==> src/rtl/tam_pkg.sv <==
// Package: shared constants and types for the ten-bit address matcher.
// Assumes the standard ten-bit prefix; widths are fixed by the protocol.
package tam_pkg;
    localparam logic [4:0] TEN_BIT_PREFIX = 5'b11110;

    // Address-phase position of the matcher.
    typedef enum logic [2:0] {
        PH_IDLE,     // no address phase open, NACK everything
        PH_WAIT_HI,  // next byte is a first address byte
        PH_WAIT_LO,  // next byte is the low address byte
        PH_ADDR,     // addressed, data phase
        PH_IGNORE    // mismatch seen, NACK until next (repeated) START
    } phase_t;

    // Per-byte comparison results.
    typedef struct packed {
        logic hi_wr;  // first byte, own upper bits, write
        logic hi_rd;  // first byte, own upper bits, read
        logic gcall;  // all-zero byte
        logic lo;     // equals own low eight bits
    } hit_t;
endpackage

==> src/rtl/tam_addr_cmp.sv <==
// Module: tam_addr_cmp
// Combinational comparison of one received byte against every address
// pattern the matcher can accept. Assumes ADDR_W > BYTE_W and that the
// prefix plus the upper address bits fill BYTE_W-1 bits.
module tam_addr_cmp
    import tam_pkg::*;
#(
    parameter int BYTE_W = 8,
    parameter int ADDR_W = 10
) (
    input  logic [ADDR_W-1:0] own_addr,
    input  logic [BYTE_W-1:0] byte_data,
    output hit_t              hit
);
    localparam int HI_W  = ADDR_W - BYTE_W;
    localparam int KEY_W = BYTE_W - 1;

    logic [KEY_W-1:0] hi_key;

    // Build the seven-bit first-byte key from prefix and upper own bits.
    always_comb begin
        hi_key = {TEN_BIT_PREFIX, own_addr[ADDR_W-1 -: HI_W]};
    end

    // Classify the received byte.
    always_comb begin
        hit.hi_wr = (byte_data[BYTE_W-1:1] == hi_key) && !byte_data[0];
        hit.hi_rd = (byte_data[BYTE_W-1:1] == hi_key) &&  byte_data[0];
        hit.gcall = (byte_data == '0);
        hit.lo    = (byte_data == own_addr[BYTE_W-1:0]);
    end

    initial begin
        if (KEY_W != 5 + HI_W) $error("tam_addr_cmp: width mismatch");
    end
endmodule

==> src/rtl/tam_match_fsm.sv <==
// Module: tam_match_fsm
// Address-phase sequencer: tracks which address byte is expected, holds
// the acknowledge decision and the addressed/direction/general-call flags,
// and keeps the remembered-match bit that lets a repeated START switch to
// transmit. Assumes bus-condition pulses and byte strobes are one cycle
// wide; if several arrive together STOP wins, then START, then repeated
// START, then the byte.
module tam_match_fsm
    import tam_pkg::*;
(
    input  logic clk,
    input  logic rst_n,
    input  logic gc_enable,
    input  logic start_p,
    input  logic rstart_p,
    input  logic stop_p,
    input  logic byte_vld,
    input  hit_t hit,
    output logic ack,
    output logic addressed,
    output logic tx_mode,
    output logic gen_call
);
    phase_t ph_q, ph_d;
    logic   mem_q, mem_d;
    logic   ack_d, adr_d, tx_d, gc_d;

    // Next-state and next-flag decision for the current event.
    always_comb begin
        ph_d  = ph_q;
        mem_d = mem_q;
        ack_d = ack;
        adr_d = addressed;
        tx_d  = tx_mode;
        gc_d  = gen_call;
        if (stop_p) begin
            ph_d  = PH_IDLE;
            mem_d = 1'b0;
            ack_d = 1'b0;
            adr_d = 1'b0;
            tx_d  = 1'b0;
            gc_d  = 1'b0;
        end else if (start_p) begin
            ph_d  = PH_WAIT_HI;
            mem_d = 1'b0;
            ack_d = 1'b0;
            adr_d = 1'b0;
            tx_d  = 1'b0;
            gc_d  = 1'b0;
        end else if (rstart_p) begin
            ph_d  = PH_WAIT_HI;
            ack_d = 1'b0;
        end else if (byte_vld) begin
            ack_d = 1'b0;
            unique case (ph_q)
                PH_WAIT_HI: begin
                    if (hit.hi_wr) begin
                        ack_d = 1'b1;
                        ph_d  = PH_WAIT_LO;
                    end else if (hit.hi_rd && mem_q) begin
                        ack_d = 1'b1;
                        adr_d = 1'b1;
                        tx_d  = 1'b1;
                        gc_d  = 1'b0;
                        ph_d  = PH_ADDR;
                    end else if (hit.gcall && gc_enable) begin
                        ack_d = 1'b1;
                        adr_d = 1'b1;
                        tx_d  = 1'b0;
                        gc_d  = 1'b1;
                        mem_d = 1'b0;
                        ph_d  = PH_ADDR;
                    end else begin
                        adr_d = 1'b0;
                        tx_d  = 1'b0;
                        gc_d  = 1'b0;
                        mem_d = 1'b0;
                        ph_d  = PH_IGNORE;
                    end
                end
                PH_WAIT_LO: begin
                    if (hit.lo) begin
                        ack_d = 1'b1;
                        adr_d = 1'b1;
                        tx_d  = 1'b0;
                        gc_d  = 1'b0;
                        mem_d = 1'b1;
                        ph_d  = PH_ADDR;
                    end else begin
                        adr_d = 1'b0;
                        tx_d  = 1'b0;
                        gc_d  = 1'b0;
                        mem_d = 1'b0;
                        ph_d  = PH_IGNORE;
                    end
                end
                default: begin
                    ph_d = ph_q;
                end
            endcase
        end
    end

    // State and output registers with synchronous active-low reset.
    always_ff @(posedge clk) begin
        if (!rst_n) begin
            ph_q      <= PH_IDLE;
            mem_q     <= 1'b0;
            ack       <= 1'b0;
            addressed <= 1'b0;
            tx_mode   <= 1'b0;
            gen_call  <= 1'b0;
        end else begin
            ph_q      <= ph_d;
            mem_q     <= mem_d;
            ack       <= ack_d;
            addressed <= adr_d;
            tx_mode   <= tx_d;
            gen_call  <= gc_d;
        end
    end

    AST_STOP_CLEARS: assert property (@(posedge clk) disable iff (!rst_n)
        stop_p |=> (!ack && !addressed && !tx_mode && !gen_call));
    AST_ACK_FROM_BYTE: assert property (@(posedge clk) disable iff (!rst_n)
        $rose(ack) |-> $past(byte_vld));
    AST_COND_DROPS_ACK: assert property (@(posedge clk) disable iff (!rst_n)
        (start_p || rstart_p) |=> !ack);
    AST_TX_NEEDS_MEMORY: assert property (@(posedge clk) disable iff (!rst_n)
        $rose(tx_mode) |-> $past(mem_q));
    AST_TX_IS_ADDRESSED: assert property (@(posedge clk) disable iff (!rst_n)
        tx_mode |-> (addressed && !gen_call));
    AST_GC_NEEDS_ENABLE: assert property (@(posedge clk) disable iff (!rst_n)
        $rose(gen_call) |-> $past(gc_enable));
    AST_IGNORE_NACKS: assert property (@(posedge clk) disable iff (!rst_n)
        (ph_q == PH_IGNORE && byte_vld) |=> !ack);
endmodule

==> src/rtl/tenbit_addr_match.sv <==
// Module: tenbit_addr_match (top)
// Byte-level ten-bit I2C slave address matcher with optional general-call
// response. Assumes a bit engine that delivers condition pulses and byte
// strobes synchronous to clk; it acts on ack for address bytes only.
module tenbit_addr_match #(
    parameter int BYTE_W = 8,
    parameter int ADDR_W = 10
) (
    input  logic              clk,
    input  logic              rst_n,
    input  logic [ADDR_W-1:0] own_addr,
    input  logic              gc_enable,
    input  logic              start_p,
    input  logic              rstart_p,
    input  logic              stop_p,
    input  logic              byte_vld,
    input  logic [BYTE_W-1:0] byte_data,
    output logic              ack,
    output logic              addressed,
    output logic              tx_mode,
    output logic              gen_call
);
    tam_pkg::hit_t hit;

    tam_addr_cmp #(
        .BYTE_W (BYTE_W),
        .ADDR_W (ADDR_W)
    ) u_cmp (
        .own_addr  (own_addr),
        .byte_data (byte_data),
        .hit       (hit)
    );

    tam_match_fsm u_fsm (
        .clk       (clk),
        .rst_n     (rst_n),
        .gc_enable (gc_enable),
        .start_p   (start_p),
        .rstart_p  (rstart_p),
        .stop_p    (stop_p),
        .byte_vld  (byte_vld),
        .hit       (hit),
        .ack       (ack),
        .addressed (addressed),
        .tx_mode   (tx_mode),
        .gen_call  (gen_call)
    );
endmodule

==> config.mk <==
export PLATFORM = sky130hd
export DESIGN_NAME = tenbit_addr_match
export DESIGN_NICKNAME = d
export VERILOG_FILES = /design/src/rtl/tam_pkg.sv /design/src/rtl/tam_addr_cmp.sv /design/src/rtl/tam_match_fsm.sv /design/src/rtl/tenbit_addr_match.sv
export SDC_FILE = /design/constraint.sdc
export NUM_CORES = 1
export LEC_CHECK = 0
export ABC_AREA = 1
export BUFFER_PORTS_ARGS = -buffer_cell sky130_fd_sc_hd__buf_2
export CAP_MARGIN = 20
export CORE_MARGIN = 10
export CORE_UTILIZATION = 42
export CTS_BUF_LIST = sky130_fd_sc_hd__clkbuf_16
export CTS_CLUSTER_DIAMETER = 60
export CTS_CLUSTER_SIZE = 12
export DETAILED_ROUTE_END_ITERATION = 16
export GPL_TIMING_DRIVEN = 1
export PLACE_DENSITY = 0.71
export REMOVE_ABC_BUFFERS = 1
export SLEW_MARGIN = 20
export SYNTH_ARGS = -nofsm -noshare
export SYNTH_HDL_FRONTEND = slang
export SYNTH_SLANG_ARGS = --single-unit
==> constraint.sdc <==
create_clock -name clk -period 3.5 [get_ports clk]
set_clock_uncertainty 0.2 [all_clocks]
set_input_delay 0.175 -clock clk [delete_from_list [all_inputs] [get_ports clk]]
set_output_delay 0.175 -clock clk [all_outputs]
set_load 0.02 [all_outputs]
======== After elaboration in Yosys (flattened, before gate mapping) ========
Cells that the tools add are included.
storage, ports and cells
  register bits after elaboration ......... 8
  input port bits ......................... 25
  output and inout bits ................... 4
  word-level logic and storage cells ...... 55
cells by class
  eq/ne operators ......................... 6
  multiplexer cells ....................... 24
  bitwise logic cells ..................... 2
  reductions and logical operators ........ 16
operators by type and width
  operator                                                               count
  1-bit 2-to-1 mux                                                       14
  3-bit 2-to-1 mux                                                       4
  1-bit one-hot mux with 2 select lines                                  5
  8-bit equality test                                                    1
  8-bit zero test                                                        1
  7-bit equality test                                                    1
  3-bit one-hot mux with 2 select lines                                  1
  5-bit AND reduction                                                    1
  1-bit logical AND                                                      4
  2-bit != test, second input constant                                   2
  2-bit AND reduction                                                    2
  4-bit AND reduction                                                    1
  4-bit nonzero test                                                     1
  4-bit OR reduction                                                     1
  3-bit by 1-bit equality test with 1-bit output, second input constant  1
  3-bit by 2-bit equality test with 1-bit output, second input constant  1
  3-bit nonzero test                                                     1
  3-bit OR reduction                                                     1
  1-bit NOT                                                              2
  2-bit nonzero test                                                     1
  2-bit OR reduction                                                     1
  1-bit zero test                                                        1

======== Depth between registers and ports, before layout ========
Gate-level depths: netlist of run 1.
  word-level depth ........................ 9
  depth in mapped cells ................... 11
  gate-level depth less buffers ........... 11

======== Hierarchy ========
Synthesis of run 1 repeated with hierarchy kept, for this count alone.
unflattened totals
  cells, all modules ...................... 132
  area, all modules ....................... 725.7 um^2
modules (own cells, without submodules)
  module         times used  cells an instance  area an instance (um^2)  seq. area each (um^2)
  tam_match_fsm  1           69                 470.5                    160.2
  tam_addr_cmp   1           63                 255.2                    0.0

======== Least setup slack after synthesis of run 1 ========
No wires, ideal clock.
  path kind ............................... reg-to-reg
  start ................................... register u_fsm.ph_q[0]
  end ..................................... register u_fsm.gen_call
  setup time .............................. 115 ps
  arrival time ............................ 1017 ps
  data required time ...................... 3185 ps
  slack ................................... 2168 ps
  cell stages (with the launch flop) ...... 9
  buffers on the path ..................... 0
  period minus slack after synthesis ...... 1332 ps
  path through ............................ dfxtp_1 > inv_1 > nand3_1 > nand2_1 > nand2_4 > nor2_8 > nand2_2 > o21ai_1 > nor2_1
between the ends
  word-level cells in the longest chain between the ends .. 3
  elaborated cells between the ends (all ways) .. 6
  classes of those cells .................. eq/ne: 3; mux: 1; reduce/logical: 2
ends and longest elaborated chain
  item                                                                                                                     RTL line              text
  start: declaration                                                                                                       tam_match_fsm.sv:24   phase_t ph_q, ph_d;
  start signal: assignment                                                                                                 tam_match_fsm.sv:114  ph_q <= ph_d;
  3-bit by 1-bit equality test with 1-bit output / 3-bit by 2-bit equality test with 1-bit output (equally long branches)  tam_match_fsm.sv:55   unique case (ph_q)
  2-bit != test (no line) / 2-bit nonzero test (equally long branches)                                                     --
  4-bit AND reduction (no line)                                                                                            --
  end signal: assignment                                                                                                   tam_match_fsm.sv:119  gen_call <= gc_d;
  end: declaration                                                                                                         tam_match_fsm.sv:22   output logic gen_call
Several ways; a longest one is shown, not always the timed one.
A chain may end at the register's enable or synchronous reset.

======== Worst setup path in the final report of run 1 ========
  start ................................... input port stop_p
  end ..................................... register u_fsm.ack
between the ends
  word-level cells in the longest chain between the ends .. 1
ends and longest elaborated chain
  item                          RTL line                 text
  start: declaration            tenbit_addr_match.sv:15  input logic stop_p,
  4-bit OR reduction (no line)  --
  end signal: assignment        tam_match_fsm.sv:116     ack <= ack_d;
  end: declaration              tam_match_fsm.sv:19      output logic ack,
Every way passes these cells.

==> key figures, run 1 <==
Pwr
  • Pwr/cell area: 355 mW/mm2
  • Max IR drop VDD: 348 uV
  • Design Power: 0.000348 W
  • Pleak: 0.525 nW

Detailed routing
  • Post-detailed-route wirelength per cell: 10.9 um
  • DRC: 0
  • Detail Route Antenna Nets: 0
  • Iter 0 DRT Violations: 15
  • First-pass iteration count of the detailed router: 6
  • Routed wire length: 1890 um
  • Vias post-DR: 822
  • Vias/cell: 4.75

Logic synthesis
  • Post-synthesis sequential area ratio: 0.224
  • Synthesized netlist cell count: 123
  • Synth Area per Inst: 5.81 um2
  • #FFs+latches synth: 8
  • Synth warn: 0
  • Number of different library cells in the post-synthesis netlist: 24
  • Post-synthesis cell area: 714 um2

Worst hold path
  • Worst hold path class: primary input to flop
  • Hold depth: 3
  • Hold path start: start_p
  • Worst hold endpoint: u_fsm.ph_q[0]$_SDFFE_PP0P_

CTS
  • Clock Latency Late Sink: 0.24 ns
  • Post-cts repair resize count: 0
  • Setup Fix Bufs, Post-CTS: 0
  • Worst-path clk slew: 0.04 ns
  • CTS sink cnt: 8
  • Clock Path Buffers: 2
  • TritonCTS Buffers: 3
  • CTS Hold Buffers Added: 3
  • CTS tree: built
  • H-tree depth: 1
  • Root buffer cell: clkbuf_16

Floorplanning
  • Row cnt: 14
  • Die Span X: 61.2 um
  • Die Ht: 61.2 um
  • DIE AREA: 0.00375 mm2
  • Starting Density: 0.458
  • Io pins: 29
  • Core Area: 0.00156 mm2

Place
  • Cells after DPL: 167
  • DP HPWL: 1600 um
  • Placement Setup Slack: 2.03 ns
  • Placer Congestion: 0.810
  • Port Buffer Count: 28

Worst setup path
  • CP required: 3.46 ns
  • FF-to-FF path depth: 7
  • Worst R2R End: u_fsm.gen_call$_SDFFE_PP0P_
  • Worst Setup Start Kind: primary input
  • CP startpoint: stop_p
  • Worst Path Buf+Inv: 4
  • Worst Path Max Fanout: 5
  • Reg2reg setup slack: 2.01 ns
  • Setup Crit Path Kind: primary input to flop
  • CP arrival: 1.64 ns
  • Slowest CP cell: dlygate4sd3_1
  • CP Cell Sequence: dlygate4sd3_1 -> buf_2 -> inv_1 -> nand2_1 -> nor2_1 -> inv_1 -> nor2_1 -> o21ai_0 -> a31oi_1
  • Reg-to-reg critical path startpoint: u_fsm.ph_q[1]$_SDFFE_PP0P_
  • CP top delay family: buffers and inverters
  • CP endpoint kind: flop
  • Slowest Stage Delay on Critical Path: 0.52 ns

Global route
  • Largest net degree at the start of global routing: 7
  • All-layer global routing usage: 0.111
  • Initial antenna violation count: 0
  • Number of global-route vias before repair: 772
  • First-pass GRT wire length: 3130 um
  • GRT overflow: 0

Job
  • Max cap viols: 0

Cells and area
  • Antenna cells: 0
  • Layout cells sized above 1: 0.261
  • Total Nets Final: 184
  • Layout Utilization: 0.628
  • Most common cell after layout, fill and taps aside: nand2_1
  • Synth-to-Final Area Change: 37.1%
  • Final Non-Filler Cells: 173
  • Most frequent cells in the layout: 37 x nand2_1, 28 x buf_2, 18 x nor2_1

Timing
  • Final count of hold timing violations: 0
  • Rel. slew slack: 0.789
  • Max Freq: 0.599 GHz
  • RSZ-0062 raised after global routing: false
  • Worst Slack Setup Final: 1.83 ns
  • Fin crit period: 1.67 ns
  • Worst slew pin tran: 0.315 ns
  • Count of final setup violators: 0
  • Setup TNS: 0 ns
  • Final period util: 0.477
  • Final Slew Violations: 0

Run status
  • Status: finished clean
-- state kept, by name, indices dropped and copies added (netlist names) --
register         flops
u_fsm.addressed      1
u_fsm.ph_q           3
u_fsm.ack            1
u_fsm.tx_mode        1
u_fsm.gen_call       1
u_fsm.mem_q          1
-- Yosys cell counts (all sizes together) --
cell,n,area share
nor3,1,0.0070
a211oi,1,0.011
nand3,9,0.070
xnor2,5,0.061
nand2,40,0.23
a31oi,1,0.0088
o211ai,1,0.011
a21oi,8,0.056
o21ai,3,0.021
nor2,22,0.16
dfxtp,8,0.22
inv,19,0.10
nand4,1,0.0088
xor2,2,0.025
and2,1,0.0088
clkinv,1,0.0052
-- per-stage QoR --
step / area [um2] / hold slack (ns)
6_report: 980 / 0.0296
5_1_grt: 980 / 0.0325
4_1_cts: 980 / 0.0208
3_5_place_dp: 875 / 0.236
3_3_place_gp: 875 / 0.234
2_1_floorplan: 714 / 0.0823
-- report_power, final --
group	internal (W)	total (W)	switching [W]
Combinational	0.0000266	0.0000591	0.0000325
Sequential	0.0000929	0.0000936	0.000000744
Clock	0.000148	0.000195	0.0000478
-- layer usage --
metal  track usage  vias to the layer above  part of all wire  routed length, um
met2         0.176                       14              0.48                910
met3        0.0494                        5             0.054                102
met5             0                        -                 0                  0
met1         0.123                      350              0.44                838
met4        0.0586                        0             0.022                 41
li1              -                      453                 -                  -
-- worst reg2reg max path: stages (launching register included) --
cell	delay [ns]
dfxtp_1	0.35
nand3_1	0.19
nand2_1	0.16
nand2_4	0.09
nor2_8	0.12
nand2_2	0.08
o21ai_1	0.12
nor2_1	0.05
-- final cells by class --
type | instances | area, um2
Fill cell | 157 | 579
Timing Repair Buffer | 31 | 170
Tap cell | 16 | 20.0
Multi-Input combinational cell | 95 | 479
Clock buffer | 3 | 75.1
Inverter | 20 | 75.1
Sequential cell | 8 | 160
-- cell families after synthesis --
kind of cell           after synthesis  synth area share
AND/OR/NAND/NOR                     74             0.478
flip-flops                           8             0.224
XOR/XNOR                             7            0.0858
AO/OA/AOI/OAI                       14             0.107
buffers and inverters               20             0.105
-- worst max path at each step --
stage	endpoint	slack (ns)	cells past startpoint
global route	u_fsm.ph_q[1]$_SDFFE_PP0P_	1.63	9
detailed placement	u_fsm.gen_call$_SDFFE_PP0P_	2.03	8
finish	u_fsm.ack$_SDFFE_PP0P_	1.83	9
global placement	u_fsm.ph_q[0]$_SDFFE_PP0P_	2.09	8
floorplan	u_fsm.gen_call$_SDFFE_PP0P_	2.17	8
CTS	u_fsm.ack$_SDFFE_PP0P_	1.82	9
Note: power is estimated with default switching activity, not from simulation.
==> run 2, diff against run 1 <==
- ABC_AREA: 1 -> 0
- CORE_UTILIZATION: 42 -> 39
- PLACE_DENSITY: 0.71 -> 0.72
- clock period: 3.5 -> 1.4 ns (I/O delays scaled with it)
==> run 2 against run 1 <==
The flow now finishes with violations (negative setup slack). Via count decreased by 8.9%. Register-to-register slack got worse by 2.4 ns. Flip-flop and latch count unchanged. Setup slack got worse by 2.2 ns. Final cell count decreased by 22%. Core utilization increased by 19 points. Sequential power increased to 2.5 times the previous value. Die area decreased by 8.0%. Worst hold slack got worse by 0.017 ns. Clock power increased by 150%. Synthesized cell count decreased by 46%. First-iteration DRC count decreased by 6.7%. Critical endpoint is now u_fsm.addressed$_SDFFE_PP0P_.
==> key figures, run 2 <==
CTS
  • Clock Latency Late Sink: 0.23 ns
  • H-tree depth: 1
  • CTS sink cnt: 8
  • Root buffer cell: clkbuf_16
  • TritonCTS Buffers: 3
  • CTS tree: built
  • Worst-path clk slew: 0.04 ns
  • Clock Path Buffers: 2

Floorplanning
  • Die Span X: 58.8 um
  • Die Ht: 58.8 um
  • Core Area: 0.00135 mm2
  • Io pins: 29
  • DIE AREA: 0.00345 mm2
  • Starting Density: 0.434
  • Row cnt: 13

Logic synthesis
  • #FFs+latches synth: 8
  • Synth cell count leaders: 8 x dfxtp_1, 6 x nor2_1, 6 x xnor2_1
  • XOR/XNOR Fraction of Synth Area: 0.165
  • Synthesized netlist cell count: 67
  • Count leader, synth: dfxtp_1
  • Synth Area per Inst: 8.74 um2
  • Synth Area in Simple Gates: 0.363
  • Share of the synthesized area in the top cell type: 0.274
  • Post-synthesis sequential area ratio: 0.274
  • Synth Area in Adders: 0
  • Top_reg_cell synth: dfxtp_1
  • Post-synthesis cell area: 586 um2
  • Synth area leader: dfxtp_1
  • Post-synth EDFFs: 0
  • Synth warn: 0
  • Post-synthesis compound-gate area fraction: 0.152
  • Mux cell area share after synthesis: 0.0342
  • Async SR Flop Fraction: 0
  • Number of different library cells in the post-synthesis netlist: 33
  • Synth area leaders: dfxtp_1 27%, xnor2_1 9.0%, xor2_1 7.5%
  • Largest family of logic cells by synthesized area: simple AND/OR/NAND/NOR gates

Timing
  • Final count of hold timing violations: 0
  • Setup TNS: -2.20 ns
  • Final period util: 1.28
  • Max Freq: 0.559 GHz
  • Rel. slew slack: 0.711
  • Final Slew Violations: 0
  • Worst slew pin tran: 0.429 ns
  • Fin crit period: 1.79 ns
  • Count of final setup violators: 8
  • RSZ-0062 raised after global routing: true
  • Worst Slack Setup Final: -0.390 ns

Detailed routing
  • Uppermost layer routed: met4
  • Iter 0 DRT Violations: 14
  • Detail Route Antenna Nets: 0
  • Metal-1 WL: 970 um
  • Met3 WL post-DR: 115 um
  • DRC: 0
  • Vias/cell: 5.55
  • First-pass iteration count of the detailed router: 4
  • Vias post-DR: 749
  • Routed wire length: 2430 um
  • Post-detailed-route wirelength per cell: 18.0 um
  • Met2 wire length: 1260 um

Worst setup path
  • Setup Crit Path Kind: flop to flop
  • Worst Path Buf+Inv: 1
  • CP arrival: 1.70 ns
  • CP Cell Sequence: buf_6 -> xor2_1 -> nand3_1 -> a211o_1 -> nor4_2 -> nor3_1
  • CP required: 1.31 ns
  • Worst Path Max Fanout: 5
  • Slowest Stage Delay on Critical Path: 0.34 ns
  • Slowest CP cell: dfxtp_2
  • CP top delay family: simple AND/OR/NAND/NOR gates
  • CP endpoint kind: flop
  • Worst Setup Start Kind: flop

Pwr
  • Pleak: 0.494 nW
  • Pwr/cell area: 791 mW/mm2
  • Max IR drop VDD: 687 uV

Cells and area
  • Most common cell after layout, fill and taps aside: buf_2
  • Largest register FFs: 3
  • Layout Utilization: 0.816
  • Most frequent cells in the layout: 28 x buf_2, 17 x buf_4, 6 x xnor2_1
  • Layout cells sized above 1: 0.608
  • Antenna cells: 0
  • Synth-to-Final Area Change: 88.2%
  • Total Nets Final: 147
  • Largest Register: u_fsm.ph_q

Global route
  • All-layer global routing usage: 0.137
  • Largest net degree at the start of global routing: 8
  • First-pass GRT wire length: 3670 um
  • Number of global-route vias before repair: 775
  • GRT overflow: 0
  • Initial antenna violation count: 0

Run status
  • Failing checks: negative setup slack
  • Status: complete, but fails checks

Place
  • Placement Setup Slack: -0.389 ns
  • Placer Congestion: 0.839
  • Port Buffer Count: 28
  • DP HPWL: 1640 um

Worst hold path
  • Worst hold path class: primary input to flop

Job
  • Max cap viols: 0
==> run 2: cell count changes after synthesis, sizes merged, moves of 2 or more <==
cell,previous run,this run
mux2i,0,2
nor2b,0,2
nor3,1,3
nand2,40,1
nor3b,0,2
nor2,22,7
nand3,9,4
nor4b,0,2
a21oi,8,1
nor4,0,5
nand2b,0,2
inv,19,1
xor2,2,5
==> run 2: cell type report <==
cell class	count	area (um2)
well taps	15	18.8
multi-input cells	57	507
fillers	80	248
flip-flops and latches	8	166
inverters	1	3.75
clock buffers	3	75.1
repair buffers	51	332
==> run 2: report_power, final <==
group          internal [W]  total [W]  switching, W
combinational     0.0000834   0.000156     0.0000726
sequential         0.000231   0.000236    0.00000464
clock              0.000368   0.000480      0.000112
==> run 2: worst reg2reg max path, cell delays in order (launching register included) <==
cell and delay (ns):
dfxtp_2 0.34, buf_6 0.10, xor2_1 0.15, nand3_1 0.15, a211o_1 0.34, nor4_2 0.32
nor3_1 0.08
==> run 2: cell families (layout without fill, tap and decap cells) <==
family | Yosys count | count (layout)
DFF | 8 | 8
muxes | 2 | 2
buffers and inverters | 2 | 55
AOI/OAI and AO/OA | 11 | 11
and+or+nand+nor | 33 | 33
xor gates and xnor gates | 11 | 11
==> run 2: routing by layer <==
| layer | vias to the layer above | global-route usage |
|---|---|---|
| li1 | 367 | - |
| met1 | 353 | 0.136 |
| met2 | 21 | 0.249 |
| met3 | 8 | 0.0472 |
| met4 | 0 | 0.0557 |
| met5 | - | 0 |
==> run 2: worst paths after layout <==
check,slack [ns],from,endpoint,cells after the start
max reg2reg,-0.39,u_fsm.ph_q[1]$_SDFFE_PP0P_,u_fsm.addressed$_SDFFE_PP0P_,6
min reg2reg,0.28,u_fsm.tx_mode$_SDFFE_PP0P_,u_fsm.tx_mode$_SDFFE_PP0P_,2
min,0.01,byte_vld,u_fsm.ack$_SDFFE_PP0P_,3
max,-0.39,u_fsm.ph_q[1]$_SDFFE_PP0P_,u_fsm.addressed$_SDFFE_PP0P_,6
==> run 2: timing repair <==
action	4_1_cts	5_1_grt
pin swaps	4	5
hold buffers	3	0
endpoints found under the hold margin	3	0
gates resized for setup	8	14
setup endpoints to repair	8	8
buffers inserted	1	1
==> run 2: metrics by stage <==
| stage | hold slack (ns) | power (W) | cell area [um2] | std cells |
|---|---|---|---|---|
| finish | 0.0127 | 0.000872 | 1100 | 135 |
| global route | 0.0551 | 0.000903 | 1100 | 135 |
| CTS | 0.00353 | 0.000861 | 1020 | 134 |
| detailed placement | 0.107 | 0.000365 | 876 | 127 |
| global placement | 0.0931 | 0.000361 | 876 | 127 |
| floorplan | -0.0611 | 0.000289 | 582 | 66 |
==> run 3, diff against run 2 <==
- CORE_UTILIZATION: 39 -> 42
- PLACE_DENSITY: 0.72 -> 0.74
- clock period: 1.4 -> 2.3 ns (I/O delays scaled with it)
==> run 3 against run 2 <==
The flow now finishes without violations. Combinational power decreased by 55%. Final cell count decreased by 13%. Count of clock-buffer cells in the layout did not move. Clock power fell by 40%. First-iteration DRC count is the same. Design area down 22%. Fmax decreased by 1.5%. Flip-flop and latch count did not move. Setup slack improved by 0.87 ns. Largest cell class unchanged. Highest routed layer unchanged.
==> key figures, run 3 (synthesis results as in run 2) <==
Timing
  • Fin crit period: 1.82 ns
  • Rel. slew slack: 0.779
  • Final period util: 0.791
  • Final count of hold timing violations: 0
  • Min Hold Slack: 0.0760 ns
  • Max Freq: 0.550 GHz
  • Count of final setup violators: 0
  • Worst slew pin tran: 0.327 ns
  • Setup TNS: 0 ns
  • Final Slew Violations: 0
  • RSZ-0062 raised after global routing: false

Cells and area
  • Layout Utilization: 0.663
  • Most common cell after layout, fill and taps aside: buf_2
  • FF/Latch Area: 160 um2
  • Layout cells sized above 1: 0.392
  • Multi-input gate area: 418 um2
  • Largest register FFs: 3
  • Most frequent cells in the layout: 28 x buf_2, 8 x dfxtp_1, 6 x nor2_1, 6 x xnor2_1
  • Antenna cells: 0
  • Largest Register: u_fsm.ph_q
  • Synth-to-Final Area Change: 47.4%
  • Total Nets Final: 129
  • Fillers: 121
  • Final instance area: 863 um2

CTS
  • H-tree depth: 1
  • Worst-path clk slew: 0.04 ns
  • CTS sink cnt: 8
  • Clock Latency Late Sink: 0.23 ns
  • CTS tree: built
  • TritonCTS Buffers: 3
  • Clock Path Buffers: 2
  • Setup Fix Bufs, Post-CTS: 0
  • Root buffer cell: clkbuf_16
  • Post-cts repair resize count: 0

Worst setup path
  • Reg-to-reg critical path startpoint: u_fsm.ph_q[1]$_SDFFE_PP0P_
  • Slowest Stage Delay on Critical Path: 0.40 ns
  • Worst R2R End: u_fsm.ph_q[1]$_SDFFE_PP0P_
  • FF-to-FF path depth: 6
  • Worst Path Max Fanout: 6
  • Reg2reg setup slack: 0.48 ns
  • CP arrival: 1.75 ns
  • CP endpoint kind: flop
  • Slowest CP cell: dfxtp_1
  • Worst Setup Start Kind: flop
  • CP required: 2.23 ns
  • CP Cell Sequence: nor3b_2 -> nand3_1 -> nor4_1 -> buf_4 -> nor2_1 -> a2111oi_2
  • Setup Crit Path Kind: flop to flop

Floorplanning
  • Die Ht: 57.3 um
  • Starting Density: 0.450
  • Io pins: 29
  • Row cnt: 13
  • DIE AREA: 0.00329 mm2
  • Core Area: 0.00130 mm2
  • Die Span X: 57.3 um

Pwr
  • Clock power frac: 0.574
  • P_int: 0.000403 W
  • Switch share: 0.199
  • Pleak: 0.378 nW
  • Max IR drop VDD: 433 uV
  • Power share of the combinational group: 0.141
  • Design Power: 0.000503 W
  • Pwr/cell area: 583 mW/mm2
  • Part of the power in registers: 0.286
  • Switching pwr: 0.0000999 W

Global route
  • All-layer global routing usage: 0.112
  • Initial antenna violation count: 0
  • Number of global-route vias before repair: 715
  • Largest net degree at the start of global routing: 8
  • GRT overflow: 0
  • First-pass GRT wire length: 2990 um

Worst hold path
  • Hold path start: start_p
  • Worst hold endpoint: u_fsm.ph_q[0]$_SDFFE_PP0P_
  • Worst hold path class: primary input to flop
  • Hold depth: 3

Place
  • DP HPWL: 1390 um
  • Port Buffer Count: 28
  • Placer Congestion: 0.775
  • Post-place instance area: 748 um2

Detailed routing
  • Routed wire length: 1780 um
  • Detail Route Antenna Nets: 0
  • Post-detailed-route wirelength per cell: 15.2 um
  • Vias/cell: 5.41
  • Vias post-DR: 633
  • Iter 0 DRT Violations: 14
  • DRC: 0
  • First-pass iteration count of the detailed router: 4

Run status
  • Status: finished clean

Job
  • Max cap viols: 0
## run 3: cell types whose count changed in the layout (fill, tap and decap cells not counted), moves of 2 or more
| cell | change |
|---|---|
| buf_4 | -16 |
| buf_6 | -3 |
| dfxtp_1 | +3 |
| dfxtp_2 | -2 |
| nand3_1 | +2 |
| nand3_2 | -2 |
| nor4_1 | +3 |
| nor4_2 | -2 |
## run 3: power groups by stage
| stage | clock network [W] | logic [W] | registers (W) |
|---|---|---|---|
| after detailed placement | 0 | 0.0000649 | 0.000146 |
| after global routing | 0.000307 | 0.0000782 | 0.000144 |
| after floorplan | 0 | 0.0000305 | 0.000145 |
| after CTS | 0.000295 | 0.0000705 | 0.000144 |
| final | 0.000289 | 0.0000707 | 0.000144 |
| after global placement | 0 | 0.0000632 | 0.000146 |
## run 3: final cells by class
class,instances,area share
tap,15,0.0217
sequential,8,0.186
clock buffer,3,0.0870
timing repair buffer,33,0.217
inverter,1,0.00435
multi-input combinational,57,0.484
## run 3: worst max path at each step
stage | from | end | slack [ns] | cells past startpoint
2_1_floorplan | u_fsm.ph_q[1]$_SDFFE_PP0P_ | u_fsm.ph_q[1]$_SDFFE_PP0P_ | 0.54 | 5
3_3_place_gp | u_fsm.ph_q[0]$_SDFFE_PP0P_ | u_fsm.addressed$_SDFFE_PP0P_ | 0.53 | 5
3_5_place_dp | byte_data[1] | u_fsm.ph_q[1]$_SDFFE_PP0P_ | 0.51 | 6
4_1_cts | u_fsm.ph_q[1]$_SDFFE_PP0P_ | u_fsm.ph_q[1]$_SDFFE_PP0P_ | 0.48 | 6
5_1_grt | u_fsm.ph_q[1]$_SDFFE_PP0P_ | u_fsm.ph_q[1]$_SDFFE_PP0P_ | 0.30 | 6
6_report | u_fsm.ph_q[1]$_SDFFE_PP0P_ | u_fsm.ph_q[1]$_SDFFE_PP0P_ | 0.48 | 6
## run 3: layer usage
metal  global-route usage  up-vias  share of wire
met5                    0        -              0
met4               0.0336        0          0.012
met3               0.0531        2          0.056
met2                0.213       16           0.56
met1                0.100      292           0.37
li1                     -      323              -
## run 3: worst max-delay path: cells and delay by family, from the launching register on
kind,cells,cell delay (ns)
AOI/OAI and AO/OA,1,0.34
and+or+nand+nor,4,0.60
buffers and inverters,1,0.18
DFF,1,0.40
## run 3: what timing repair did
item                                    CTS  global route
hold buffers                              4             0
endpoints found under the hold margin     3             0
endpoints found under the setup margin    0             0
## run 3: through the flow
stage	cells	setup WS, ns
5_1_grt	117	0.295
3_3_place_gp	110	0.526
3_5_place_dp	110	0.509
2_1_floorplan	66	0.537
4_1_cts	117	0.485
6_report	117	0.482
